==> src/rtl/smclk_pkg.sv <==
package smclk_pkg;

    localparam int unsigned DATA_BITS_DEF = 8;

    // Position of the engine inside a serial frame.
    typedef enum logic [1:0] {
        SLOT_IDLE,
        SLOT_START,
        SLOT_DATA,
        SLOT_STOP
    } slot_e;

    // Frame sequencer state.
    typedef struct packed {
        logic running;     // a frame is in progress
        logic high_half;   // serial clock phase: 1 = high half of the bit
        logic carries_tx;  // frame was started with a transmit byte
    } seq_flags_t;

    // Single-cycle events derived from the sequencer.
    typedef struct packed {
        logic frame_go;    // a frame starts at this edge
        logic rise;        // low half ends: sample point
        logic fall;        // high half ends: launch point
    } seq_evt_t;

    function automatic int unsigned idx_width(input int unsigned data_bits);
        return $clog2(data_bits + 2);
    endfunction

    function automatic slot_e slot_of(input logic running,
                                      input int unsigned idx,
                                      input int unsigned data_bits);
        if (!running)
            return SLOT_IDLE;
        if (idx == 0)
            return SLOT_START;
        if (idx > data_bits)
            return SLOT_STOP;
        return SLOT_DATA;
    endfunction

endpackage

==> src/rtl/smclk_seq.sv <==
module smclk_seq
    import smclk_pkg::*;
#(
    parameter  int unsigned DATA_W = DATA_BITS_DEF,
    localparam int unsigned IDX_W  = idx_width(DATA_W)
) (
    input  logic             clk,
    input  logic             rst,
    input  logic             master_en,
    input  logic             cont_en,
    input  logic             baud_tick,
    input  logic             tx_valid,
    output seq_flags_t       flags,
    output logic [IDX_W-1:0] idx,
    output slot_e            slot,
    output seq_evt_t         evt
);

    localparam logic [IDX_W-1:0] LAST_IDX = IDX_W'(DATA_W + 1);

    seq_flags_t       flags_q;
    logic [IDX_W-1:0] idx_q;

    always_comb begin
        evt.frame_go = master_en && !flags_q.running && (tx_valid || cont_en);
        evt.rise     = master_en && flags_q.running && baud_tick && !flags_q.high_half;
        evt.fall     = master_en && flags_q.running && baud_tick &&  flags_q.high_half;
    end

    always_ff @(posedge clk) begin
        if (rst || !master_en) begin
            flags_q <= '0;
            idx_q   <= '0;
        end else if (evt.frame_go) begin
            flags_q <= '{running: 1'b1, high_half: 1'b0, carries_tx: tx_valid};
            idx_q   <= '0;
        end else if (evt.rise) begin
            flags_q.high_half <= 1'b1;
        end else if (evt.fall) begin
            flags_q.high_half <= 1'b0;
            if (idx_q == LAST_IDX) begin
                flags_q.running    <= 1'b0;
                flags_q.carries_tx <= 1'b0;
                idx_q              <= '0;
            end else begin
                idx_q <= idx_q + 1'b1;
            end
        end
    end

    assign flags = flags_q;
    assign idx   = idx_q;
    assign slot  = slot_of(flags_q.running, 32'(idx_q), DATA_W);

endmodule

==> src/rtl/smclk_tx.sv <==
module smclk_tx
    import smclk_pkg::*;
#(
    parameter int unsigned DATA_W = DATA_BITS_DEF
) (
    input  logic              clk,
    input  logic              rst,
    input  logic              master_en,
    input  logic              frame_go,
    input  logic              fall,
    input  slot_e             slot,
    input  logic              tx_valid,
    input  logic [DATA_W-1:0] tx_data,
    output logic              sdo
);

    logic [DATA_W-1:0] shreg_q;

    // Idle frames load all ones so the data positions stay high.
    always_ff @(posedge clk) begin
        if (rst) begin
            shreg_q <= '1;
        end else if (frame_go) begin
            shreg_q <= tx_valid ? tx_data : '1;
        end else if (fall && slot == SLOT_DATA) begin
            shreg_q <= {1'b1, shreg_q[DATA_W-1:1]};
        end
    end

    always_comb begin
        if (!master_en) begin
            sdo = 1'b1;
        end else begin
            unique case (slot)
                SLOT_START: sdo = 1'b0;
                SLOT_DATA:  sdo = shreg_q[0];
                default:    sdo = 1'b1;
            endcase
        end
    end

endmodule

==> src/rtl/smclk_rx.sv <==
module smclk_rx
    import smclk_pkg::*;
#(
    parameter  int unsigned DATA_W = DATA_BITS_DEF,
    localparam int unsigned IDX_W  = idx_width(DATA_W)
) (
    input  logic              clk,
    input  logic              rst,
    input  logic              master_en,
    input  logic              frame_go,
    input  logic              rise,
    input  slot_e             slot,
    input  logic [IDX_W-1:0]  idx,
    input  logic              carries_tx,
    input  logic              sdi,
    output logic [DATA_W-1:0] rx_data,
    output logic              rx_valid
);

    localparam logic [IDX_W-1:0] LAST_DATA = IDX_W'(DATA_W);

    logic [DATA_W-1:0] sh_q;
    logic [DATA_W-1:0] data_q;
    logic              start_low_q;
    logic              valid_q;
    logic [DATA_W-1:0] next_sh;

    // First bit received ends up in bit 0.
    assign next_sh = {sdi, sh_q[DATA_W-1:1]};

    always_ff @(posedge clk) begin
        if (rst) begin
            sh_q        <= '0;
            data_q      <= '0;
            start_low_q <= 1'b0;
            valid_q     <= 1'b0;
        end else if (!master_en) begin
            start_low_q <= 1'b0;
            valid_q     <= 1'b0;
        end else begin
            valid_q <= 1'b0;
            if (frame_go) begin
                start_low_q <= 1'b0;
            end else if (rise) begin
                if (slot == SLOT_START)
                    start_low_q <= !sdi;
                if (slot == SLOT_DATA) begin
                    sh_q <= next_sh;
                    if (idx == LAST_DATA) begin
                        data_q  <= next_sh;
                        valid_q <= carries_tx || start_low_q;
                    end
                end
            end
        end
    end

    assign rx_data  = data_q;
    assign rx_valid = valid_q && master_en;

endmodule

==> src/rtl/smclk_engine.sv <==
module smclk_engine
    import smclk_pkg::*;
#(
    parameter  int unsigned DATA_W = DATA_BITS_DEF,
    localparam int unsigned IDX_W  = idx_width(DATA_W)
) (
    input  logic              clk,
    input  logic              rst,
    input  logic              master_en,
    input  logic              cont_clk_en,
    input  logic              baud_tick,
    input  logic [DATA_W-1:0] tx_data,
    input  logic              tx_valid,
    output logic              tx_ready,
    input  logic              sdi,
    output logic              sclk,
    output logic              sdo,
    output logic [DATA_W-1:0] rx_data,
    output logic              rx_valid
);

    seq_flags_t       flags;
    seq_evt_t         evt;
    slot_e            slot;
    logic [IDX_W-1:0] idx;

    smclk_seq #(.DATA_W(DATA_W)) u_seq (
        .clk       (clk),
        .rst       (rst),
        .master_en (master_en),
        .cont_en   (cont_clk_en),
        .baud_tick (baud_tick),
        .tx_valid  (tx_valid),
        .flags     (flags),
        .idx       (idx),
        .slot      (slot),
        .evt       (evt)
    );

    smclk_tx #(.DATA_W(DATA_W)) u_tx (
        .clk       (clk),
        .rst       (rst),
        .master_en (master_en),
        .frame_go  (evt.frame_go),
        .fall      (evt.fall),
        .slot      (slot),
        .tx_valid  (tx_valid),
        .tx_data   (tx_data),
        .sdo       (sdo)
    );

    smclk_rx #(.DATA_W(DATA_W)) u_rx (
        .clk        (clk),
        .rst        (rst),
        .master_en  (master_en),
        .frame_go   (evt.frame_go),
        .rise       (evt.rise),
        .slot       (slot),
        .idx        (idx),
        .carries_tx (flags.carries_tx),
        .sdi        (sdi),
        .rx_data    (rx_data),
        .rx_valid   (rx_valid)
    );

    // Clock is gated to data bits unless the continuous mode is on.
    assign sclk     = master_en && flags.running && flags.high_half
                      && (slot == SLOT_DATA || cont_clk_en);
    assign tx_ready = master_en && !flags.running;

endmodule

==> config.mk <==
export PLATFORM = sky130hd
export DESIGN_NAME = smclk_engine
export DESIGN_NICKNAME = d
export VERILOG_FILES = /design/src/rtl/smclk_pkg.sv /design/src/rtl/smclk_seq.sv /design/src/rtl/smclk_tx.sv /design/src/rtl/smclk_rx.sv /design/src/rtl/smclk_engine.sv
export SDC_FILE = /design/constraint.sdc
export NUM_CORES = 1
export LEC_CHECK = 0
export ABC_AREA = 1
export ABC_CLOCK_PERIOD_IN_PS = 2130
export BUFFER_PORTS_ARGS = -buffer_cell sky130_fd_sc_hd__buf_2
export CAP_MARGIN = 20
export CORE_MARGIN = 4
export CORE_UTILIZATION = 55
export DETAILED_ROUTE_END_ITERATION = 16
export PLACE_DENSITY = 0.78
export SYNTH_ARGS = -nofsm -noshare
export SYNTH_HDL_FRONTEND = slang
export SYNTH_HIERARCHICAL = 1
export SYNTH_SLANG_ARGS = --single-unit
==> constraint.sdc <==
create_clock -name clk -period 2.13 [get_ports clk]
set_input_delay 0.213 -clock clk [delete_from_list [all_inputs] [get_ports clk]]
set_output_delay 0.213 -clock clk [all_outputs]
set_load 0.01 [all_outputs]
==> results of run 1 <==
## power by group through the flow
stage / combinational (µW) / clock (µW) / sequential (µW)
2_1_floorplan: 99.3 / 0 / 634
6_report: 130 / 467 / 623
3_5_place_dp: 127 / 0 / 636
5_1_grt: 149 / 506 / 624
3_3_place_gp: 126 / 0 / 635
4_1_cts: 130 / 476 / 622
## sequential cells by signal (all words and copies together) (netlist names)
signal            cells
u_rx/sh_q             7
u_rx/rx_data          8
u_rx/start_low_q      1
u_rx/valid_q          1
u_seq/idx             4
u_tx/shreg_q          8
u_seq/flags           3
## area by class of cell
class                           count  area, µm²
Inverter                           37        146
Clock buffer                        5       37.5
Multi-Input combinational cell    173        842
Sequential cell                    32        644
Tap cell                           31       38.8
Fill cell                         270        925
Clock inverter                      3       42.5
Timing Repair Buffer               29        153
## cells in the mapped netlist
cell type,instances,area (µm²)
a21oi_1,14,70.1
a21oi_2,1,8.76
a31oi_1,1,6.26
buf_2,2,10.0
buf_6,2,22.5
buf_8,1,15.0
dfxtp_1,32,641
inv_1,35,131
inv_2,1,3.75
inv_8,1,11.3
nand2_1,65,244
nand2_2,6,37.5
nand2_4,1,11.3
nand3_1,26,130
nand3_2,1,10.0
nand3_4,1,17.5
nand3b_1,1,7.51
nand4_1,8,50.1
nor2_1,30,113
nor2_2,3,18.8
nor2_4,3,33.8
nor3_1,2,10.0
o21ai_0,6,30.0
o21ai_1,1,5.00
o21ai_2,3,26.3
## worst max-delay path by stage
stage                     slack, ns            to      startpoint  cells past startpoint
after floorplan                0.40  u_rx/sh_q[7]  u_seq/flags[2]                      8
after global placement         0.31           sdo    u_seq/idx[0]                      8
after detailed placement       0.24           sdo    u_seq/idx[0]                      9
after CTS                      0.03           sdo  u_seq/flags[2]                      6
after global routing           0.02           sdo    u_seq/idx[0]                      8
final                          0.17          sclk    u_seq/idx[0]                      9
## stage by stage
stage / std cells / hold slack [ns]
3_5_place_dp: 301 / 0.459
4_1_cts: 310 / 0.0973
2_1_floorplan: 247 / 0.282
3_3_place_gp: 301 / 0.453
5_1_grt: 310 / 0.105
6_report: 310 / 0.0996
## metal layers
metal | vias up | share of wire | track usage
met1 | 665 | 0.49 | 0.248
met4 | 0 | 0.016 | 0.0744
li1 | 846 | - | -
met5 | - | 0 | 0
met2 | 35 | 0.44 | 0.285
met3 | 8 | 0.053 | 0.0540
## timing repair
action	4_1_cts	5_1_grt
endpoints found under the setup margin	1	2
endpoints found under the hold margin	0	0
setup buffers	1	0
cloned	0	0
pin swaps	1	0
gates resized for setup	1	6
## cells by family (layout without fill, tap and decap cells)
logic type / after synthesis / count (layout)
buffers and inverters: 42 / 74
DFF: 32 / 32
AOI/OAI and AO/OA: 26 / 26
and+or+nand+nor: 147 / 147
## cells in the final DEF (no fill, tap or decap)
cell type and n:
nor2_4 3, buf_2 26, clkbuf_4 5, o21ai_1 2, bufinv_16 1, clkinv_2 1
nor2_1 29, nand3b_1 1, inv_8 1, a21oi_2 2, dfxtp_1 29, nor3_1 2
nand2_2 6, nand4_1 8, nor2_2 4, o21ai_0 5, dfxtp_2 3, nand3_2 1
inv_2 1, o21ai_2 3, nand3_1 26, nand2_1 65, buf_4 3, nand3_4 1
clkinvlp_4 1, nand2_4 1, a31oi_2 1, inv_1 35, a21oi_1 13
## worst max-delay path: cells and delay by family, from the launching register on
kind | cells | cell delay, ns
and+or+nand+nor | 2 | 0.25
DFF | 1 | 0.37
buffers and inverters | 4 | 0.42
AOI/OAI and AO/OA | 3 | 0.37
==> impl_metrics.yaml, run 1 <==
setup_path:
  critPathMaxStageDelay_ns: 0.37
  cp-start-kind: "register"
  crit_type: "reg -> out"
  worst_path_max_delay_cell: "dfxtp_2"
  ff2ff_path_depth: 9
  reg2reg_from: "u_seq/idx[0]"
  arrival_ns: 1.75
  cp-end-kind: "output pin"
  worstReg2RegEnd: "u_rx/sh_q[5]"
  path_cells: "nor2_2 > inv_1 > o21ai_1 > a21oi_2 > buf_4 > inv_1 > nand2_1 > a21oi_2 > buf_2"
  r2r_slack_ns: 0.34
  path_max_fanout: 7
  required_ns: 1.92
global_route:
  grt_max_degree: 17
  grt_overflow: 0
  antenna_found_initial: 0
  grt_pass1_vias: 1349
  grtUsageTotal: 0.188
  grt_pass1_wl_um: 5930
timing:
  skew_ns: 0.0119
  worstMarginPinSlew_ns: 0.451
  finalSetupViolCount: 0
  period_needed_ns: 1.96
  fin_crit_sh: 0.921
  rsz0062_at_grt: "false"
  slew_violations: 0
  relSlewSlack: 0.699
  timing.fmax_mhz: 510
  worst_slack_ns: 0.169
  fin_setup_tns_ns: 0
  hold_violations: 0
floorplan:
  core_um2: 2830
  num_rows: 19
  fp.dieW_um: 63.0
  floorplan.initialDensity: 0.588
  dieHeight_um: 63.0
  ioPinCount: 27
  die_area_um2: 3970
placement:
  dp.final_hpwl_um: 2540
  gp_congestion: 0.860
  place_ws_ns: 0.236
  placed_area_um2: 1800
  io_buffers: 26
hold_path:
  hold-path-endpoint: "u_rx/rx_data[1]"
  min_from: "rst"
  hold_class: "in -> reg"
  whs_path_depth: 2
cells_and_area:
  drive_gt1_frac: 0.229
  syn_to_final_growth_pct: 14.4
  finish.instance_area_um2: 1900
  final_core_util: 0.673
  antenna_cells: 0
  nets: 293
route:
  firstDrtPassIters: 4
  drc_errors: 0
  vias_per_cell: 5.01
  vias: 1554
  drtIter0Drc: 83
  final_antenna_net_count: 0
  wl_per_cell_um: 11.4
  wirelength_um: 3520
pwr:
  p_leak_uw: 0.000893
  p_seq_frac: 0.511
  comb_power_share: 0.106
  clockPowerShare: 0.383
  p_int_uw: 908
  finalPower_uw: 1220
  ir_worst_vdd_uv: 577
  p_per_area_nw_per_um2: 640
  p_sw_uw: 311
  p_sw_frac: 0.255
clocking:
  clock-sinks: 32
  cts_hold_buf: 0
  cts-root-buf: "clkbuf_4"
  cts_tree: "built"
  cts_buffers: 5
  clockBufferDepth: 2
  clock_latency_ns: 0.34
  clkSlewWorstSetupHoldPaths_ns: 0.11
  cts.htree.levels: 2
synthesis:
  synth_top_family_by_area: "simple AND/OR/NAND/NOR gates"
  synthSimpleGateAreaFrac: 0.411
  avgSynthCellArea_um2: 6.74
  yosys-mux-area-fraction: 0
  synth-compound-area-share: 0.0880
  synth_area_um2: 1660
  synthesis.nets: 262
  yosysWarningCount: 6
  ys_seq_area_frac: 0.385
  synth_xor_area_frac: 0
  ys_ff_latch: 32
  synthCells: 247
  synth_adder_area_share: 0
  synth.distinct_cells: 25
job:
  maxCapViolCount: 0
outcome:
  status: "complete, no violations"
(Power assumes the default switching activity.)
==> inputs of run 2 (changes only) <==
--- a/config.mk
+++ b/config.mk
@@ -13,6 +13,7 @@
 export CORE_UTILIZATION = 55
 export DETAILED_ROUTE_END_ITERATION = 16
 export PLACE_DENSITY = 0.78
+export REMOVE_ABC_BUFFERS = 1
 export SYNTH_ARGS = -nofsm -noshare
 export SYNTH_HDL_FRONTEND = slang
 export SYNTH_HIERARCHICAL = 1
==> run 2 against run 1 <==
  * Global-route usage rose by 0.40 points
  * Core utilization fell by 0.22 points
  * Clock power fell by 2%
  * Non-clock buffer count did not move
  * Clock-buffer cell count rose by 1
  * Sequential share of layout area barely moved
  * Design area fell by 0.33%
  * Via count rose by 1.5%
  * Final cell count did not move
  * Critical endpoint is now sdo
  * Largest cell class unchanged
==> impl_metrics.yaml, run 2 (same netlist as run 1, synthesis figures left out) <==
job:
  maxCapViolCount: 0
clocking:
  cts-root-buf: "clkbuf_4"
  cts_hold_buf: 0
  clock-sinks: 32
  clkSlewWorstSetupHoldPaths_ns: 0.10
  cts_buffers: 5
  cts.htree.levels: 2
  cts_tree: "built"
  clockBufferDepth: 2
  clock_latency_ns: 0.34
setup_path:
  required_ns: 1.92
  ff2ff_path_depth: 9
  cp-end-kind: "output pin"
  path_cells: "inv_1 > a31oi_2 > buf_4 > nand2_1 > nor2_1 > o21ai_0 > buf_2"
  worst_path_max_delay_cell: "dfxtp_1"
  critPathMaxStageDelay_ns: 0.46
  cp-start-kind: "register"
  crit_type: "reg -> out"
  r2r_slack_ns: 0.30
  endpoint: "sdo"
  cp-startpoint: "u_seq/flags[2]"
  arrival_ns: 1.76
  path_max_fanout: 7
  cp.depth: 7
  worstReg2RegEnd: "u_rx/sh_q[5]"
  critPathBufInv: 3
  critPathTopFamily: "buffers and inverters"
  reg2reg_from: "u_seq/idx[0]"
timing:
  relSlewSlack: 0.683
  rsz0062_at_grt: "false"
  period_needed_ns: 1.98
  hold_violations: 0
  timing.fmax_mhz: 506
  fin_crit_sh: 0.928
  slew_violations: 0
  worst_slack_ns: 0.153
  worstMarginPinSlew_ns: 0.475
  finalSetupViolCount: 0
  skew_ns: 0.0104
global_route:
  gr-usage-met2: 0.316
  met3_usage: 0.0755
  grt_pass1_vias: 1411
  grt_busiest_layer: "met2"
  grt_max_degree: 17
  grt_pass1_wl_um: 6090
  grtUsageTotal: 0.191
  use_met1: 0.230
  grt_overflow: 0
  antenna_found_initial: 0
cells_and_area:
  final_core_util: 0.671
  nets: 293
  antenna_cells: 0
  syn_to_final_growth_pct: 14.1
  final_cell_mix: "nand2_1 (65), inv_1 (35), dfxtp_1 (31), nor2_1 (29)"
  fin_cells: 310
  final_common_cell: "nand2_1"
  drive_gt1_frac: 0.219
floorplan:
  floorplan.initialDensity: 0.588
  die_area_um2: 3970
  dieHeight_um: 63.0
  num_rows: 19
  ioPinCount: 27
  fp.dieW_um: 63.0
  core_um2: 2830
outcome:
  status: "complete, no violations"
placement:
  gp_congestion: 0.865
  dp.cells: 301
  place_ws_ns: 0.320
  io_buffers: 26
  dp.final_hpwl_um: 2460
pwr:
  p_leak_uw: 0.000893
  p_per_area_nw_per_um2: 637
  clockPowerShare: 0.377
  p_int_uw: 909
  p_sw_frac: 0.248
  p_seq_frac: 0.515
  p_sw_uw: 300
  ir_worst_vdd_uv: 498
  comb_power_share: 0.108
route:
  vias_per_cell: 5.09
  wirelength_um: 3470
  drtIter0Drc: 104
  vias: 1578
  firstDrtPassIters: 5
  final_antenna_net_count: 0
  drc_errors: 0
  wl_per_cell_um: 11.2
hold_path:
  hold_class: "in -> reg"
run 2: cell types whose count changed in the layout (fill, tap and decap cells not counted):
cell,previous run,this run
dfxtp_1,29,31
dfxtp_2,3,1
clkbuf_1,0,1
clkinvlp_4,1,0
run 2: through the flow:
stage                     hold WS, ns  cell area (µm²)  total power [µW]  setup TNS, ns
final                          0.0980             1900              1210              0
after global routing           0.0811             1900              1270              0
after CTS                      0.0893             1890              1220              0
after detailed placement        0.451             1800               763              0
after global placement          0.445             1800               761              0
after floorplan                 0.282             1620               723         -0.315
run 2: repair_timing:
| item | in CTS | in global routing |
|---|---|---|
| resized for setup | 1 | 4 |
| pin swaps | 1 | 0 |
| setup endpoints to repair | 1 | 4 |
| buffers inserted | 1 | 0 |
run 2: worst min-delay path by stage:
stage | start | endpoint | slack (ns) | cells after the start
2_1_floorplan | rst | u_rx/rx_data[1] | 0.28 | 1
3_3_place_gp | u_rx/start_low_q | u_rx/start_low_q | 0.45 | 2
3_5_place_dp | u_rx/start_low_q | u_rx/start_low_q | 0.45 | 2
4_1_cts | rst | u_rx/sh_q[1] | 0.09 | 2
5_1_grt | rst | u_rx/sh_q[1] | 0.08 | 2
6_report | rst | u_rx/sh_q[1] | 0.1 | 2
run 2: final cells by class:
| class | count | area [µm²] |
|---|---|---|
| repair buffers | 29 | 153 |
| fillers | 275 | 931 |
| flip-flops and latches | 32 | 642 |
| clock inverters | 2 | 35.0 |
| well taps | 31 | 38.8 |
| clock buffers | 6 | 41.3 |
| multi-input cells | 173 | 842 |
| inverters | 37 | 146 |
run 2: worst register-to-register path, cell delays in order, from the launching register on:
cell,delay (ns)
dfxtp_2,0.37
nor2_2,0.17
inv_1,0.07
o21ai_1,0.17
a21oi_2,0.10
buf_4,0.15
nor2_4,0.19
nand2_2,0.19
o21ai_0,0.23
a21oi_1,0.07
run 2: metal layers:
| layer | wire length (µm) | vias up | part of all wire |
|---|---|---|---|
| met5 | 0 | - | 0 |
| met4 | 30 | 0 | 0.0086 |
| met3 | 224 | 4 | 0.064 |
| met2 | 1620 | 38 | 0.47 |
| met1 | 1600 | 694 | 0.46 |
| li1 | - | 842 | - |
run 2: power groups by stage:
| stage | registers, µW | logic, µW | clock network [µW] |
|---|---|---|---|
| floorplan | 634 | 89.1 | 0 |
| global placement | 636 | 125 | 0 |
| detailed placement | 636 | 128 | 0 |
| CTS | 622 | 131 | 468 |
| global route | 624 | 151 | 498 |
| finish | 622 | 131 | 456 |
==> inputs of run 3 (changes only) <==
==> constraint.sdc (replaced) <==
create_clock -name clk -period 2.13 [get_ports clk]
set_input_delay 0.426 -clock clk [delete_from_list [all_inputs] [get_ports clk]]
set_output_delay 0.426 -clock clk [all_outputs]
set_load 0.01 [all_outputs]
==> run 3 against run 2 <==
  * Die area unchanged
  * Global-route usage decreased by 0.55 points
  * Final cell count increased by 1.3%
  * Clock skew decreased by 0.0053 ns
  * Design area increased by 2.3%
  * Core utilization increased by 1.5 points
  * Clock-buffer cell count unchanged
  * Sequential share of layout area decreased by 0.31 points
  * Largest cell class unchanged
  * Largest power group unchanged
  * Highest routed layer unchanged
==> impl_metrics.yaml, run 3 (same netlist as run 1, synthesis figures left out) <==
route:
  firstDrtPassIters: 4
  wirelength_um: 3540
  vias_per_cell: 5.08
  vias: 1595
  final_antenna_net_count: 0
  drtIter0Drc: 128
  wl_per_cell_um: 11.3
  drc_errors: 0
clocking:
  cts_buffers: 5
  clock_latency_ns: 0.33
  cts_hold_buf: 0
  cts-root-buf: "clkbuf_4"
  cts.htree.levels: 2
  clock-sinks: 32
  cts_tree: "built"
  clkSlewWorstSetupHoldPaths_ns: 0.09
  clockBufferDepth: 2
timing:
  hold_violations: 0
  timing.fmax_mhz: 492
  skew_ns: 0.00512
  fin_crit_sh: 0.954
  slew_violations: 0
  worstMarginPinSlew_ns: 0.482
  relSlewSlack: 0.679
  finalSetupViolCount: 0
  rsz0062_at_grt: "true"
  period_needed_ns: 2.03
setup_path:
  cp-end-kind: "output pin"
  crit_type: "reg -> out"
  arrival_ns: 1.61
  cp-start-kind: "register"
  required_ns: 1.70
  path_max_fanout: 5
placement:
  dp.cells: 302
  dp.final_hpwl_um: 2470
  io_buffers: 26
  gp_congestion: 0.879
global_route:
  grt_max_degree: 17
  grtUsageTotal: 0.186
  antenna_found_initial: 0
  grt_overflow: 0
  grt_pass1_vias: 1408
  grt_pass1_wl_um: 5990
pwr:
  ir_worst_vdd_uv: 414
  p_leak_uw: 0.000918
  finalPower_uw: 1210
  p_per_area_nw_per_um2: 621
floorplan:
  num_rows: 19
  die_area_um2: 3970
  ioPinCount: 27
  dieHeight_um: 63.0
  floorplan.initialDensity: 0.588
  core_um2: 2830
  fp.dieW_um: 63.0
cells_and_area:
  antenna_cells: 0
  final_common_cell: "nand2_1"
  fin_cells: 314
  drive_gt1_frac: 0.258
  syn_to_final_growth_pct: 16.7
  nets: 297
  nFillCells: 251
  final_cell_mix: "nand2_1 (64), inv_1 (31), nor2_1 (29), dfxtp_1 (28)"
job:
  maxCapViolCount: 0
hold_path:
  hold_class: "in -> reg"
outcome:
  status: "complete, no violations"
==> run 3: stage by stage <==
stage | cell area (µm²) | TNS (ns) | hold WS [ns] | worst slack, ns | util
finish | 1940 | 0 | 0.332 | 0.0972 | 0.686
global route | 1940 | -0.0439 | 0.314 | -0.0348 | 0.686
CTS | 1890 | 0 | 0.326 | 0.0496 | 0.669
detailed placement | 1810 | 0 | 0.444 | 0.232 | 0.639
global placement | 1810 | 0 | 0.447 | 0.226 | 0.639
floorplan | 1620 | -1.19 | 0.433 | -0.178 | -
==> run 3: what timing repair did <==
action / 4_1_cts / 5_1_grt
pin swaps: 0 / 4
setup endpoints to repair: 2 / 2
buffers inserted: 0 / 4
endpoints found under the hold margin: 0 / 0
gates resized for setup: 6 / 11
==> run 3: path summary, 6_finish.rpt <==
kind               startpoint               end  slack, ns  cells after the start
min reg2reg  u_rx/start_low_q  u_rx/start_low_q       0.46                      2
min                       rst      u_rx/sh_q[1]       0.33                      2
max reg2reg      u_seq/idx[1]      u_rx/sh_q[4]       0.18                     11
max              u_seq/idx[1]              sclk        0.1                      9
==> run 3: critical path, cell delays in order (launching register included) <==
cell     delay, ns
dfxtp_4       0.38
nor2_4        0.12
inv_2         0.05
o21ai_2       0.15
a21oi_2       0.09
buf_4         0.14
inv_2         0.04
nand2_2       0.04
a21oi_2       0.12
buf_2         0.13
==> run 3: layout make-up <==
| type | instances | area (µm²) | area share |
|---|---|---|---|
| Clock inverter | 2 | 35.0 | 0.0180 |
| Sequential cell | 32 | 651 | 0.335 |
| Timing Repair Buffer | 33 | 183 | 0.0941 |
| Inverter | 37 | 146 | 0.0754 |
| Multi-Input combinational cell | 173 | 847 | 0.436 |
| Clock buffer | 6 | 41.3 | 0.0213 |
| Tap cell | 31 | 38.8 | 0.0200 |
==> run 3: metal layers <==
layer	vias to the layer above	wire [µm]	track usage	part of all wire
met3	3	203	0.0432	0.057
met2	42	1670	0.296	0.47
met1	701	1660	0.240	0.47
met4	0	20	0.0744	0.0056
li1	849	-	-	-
met5	-	0	0	0
==> run 3: where the power goes <==
part	total [µW]	switching, µW	internal [µW]	leakage, µW
Sequential	620	9.27	610	0.000262
Clock	452	206	246	0.0000422
Combinational	135	81.6	53.0	0.000613
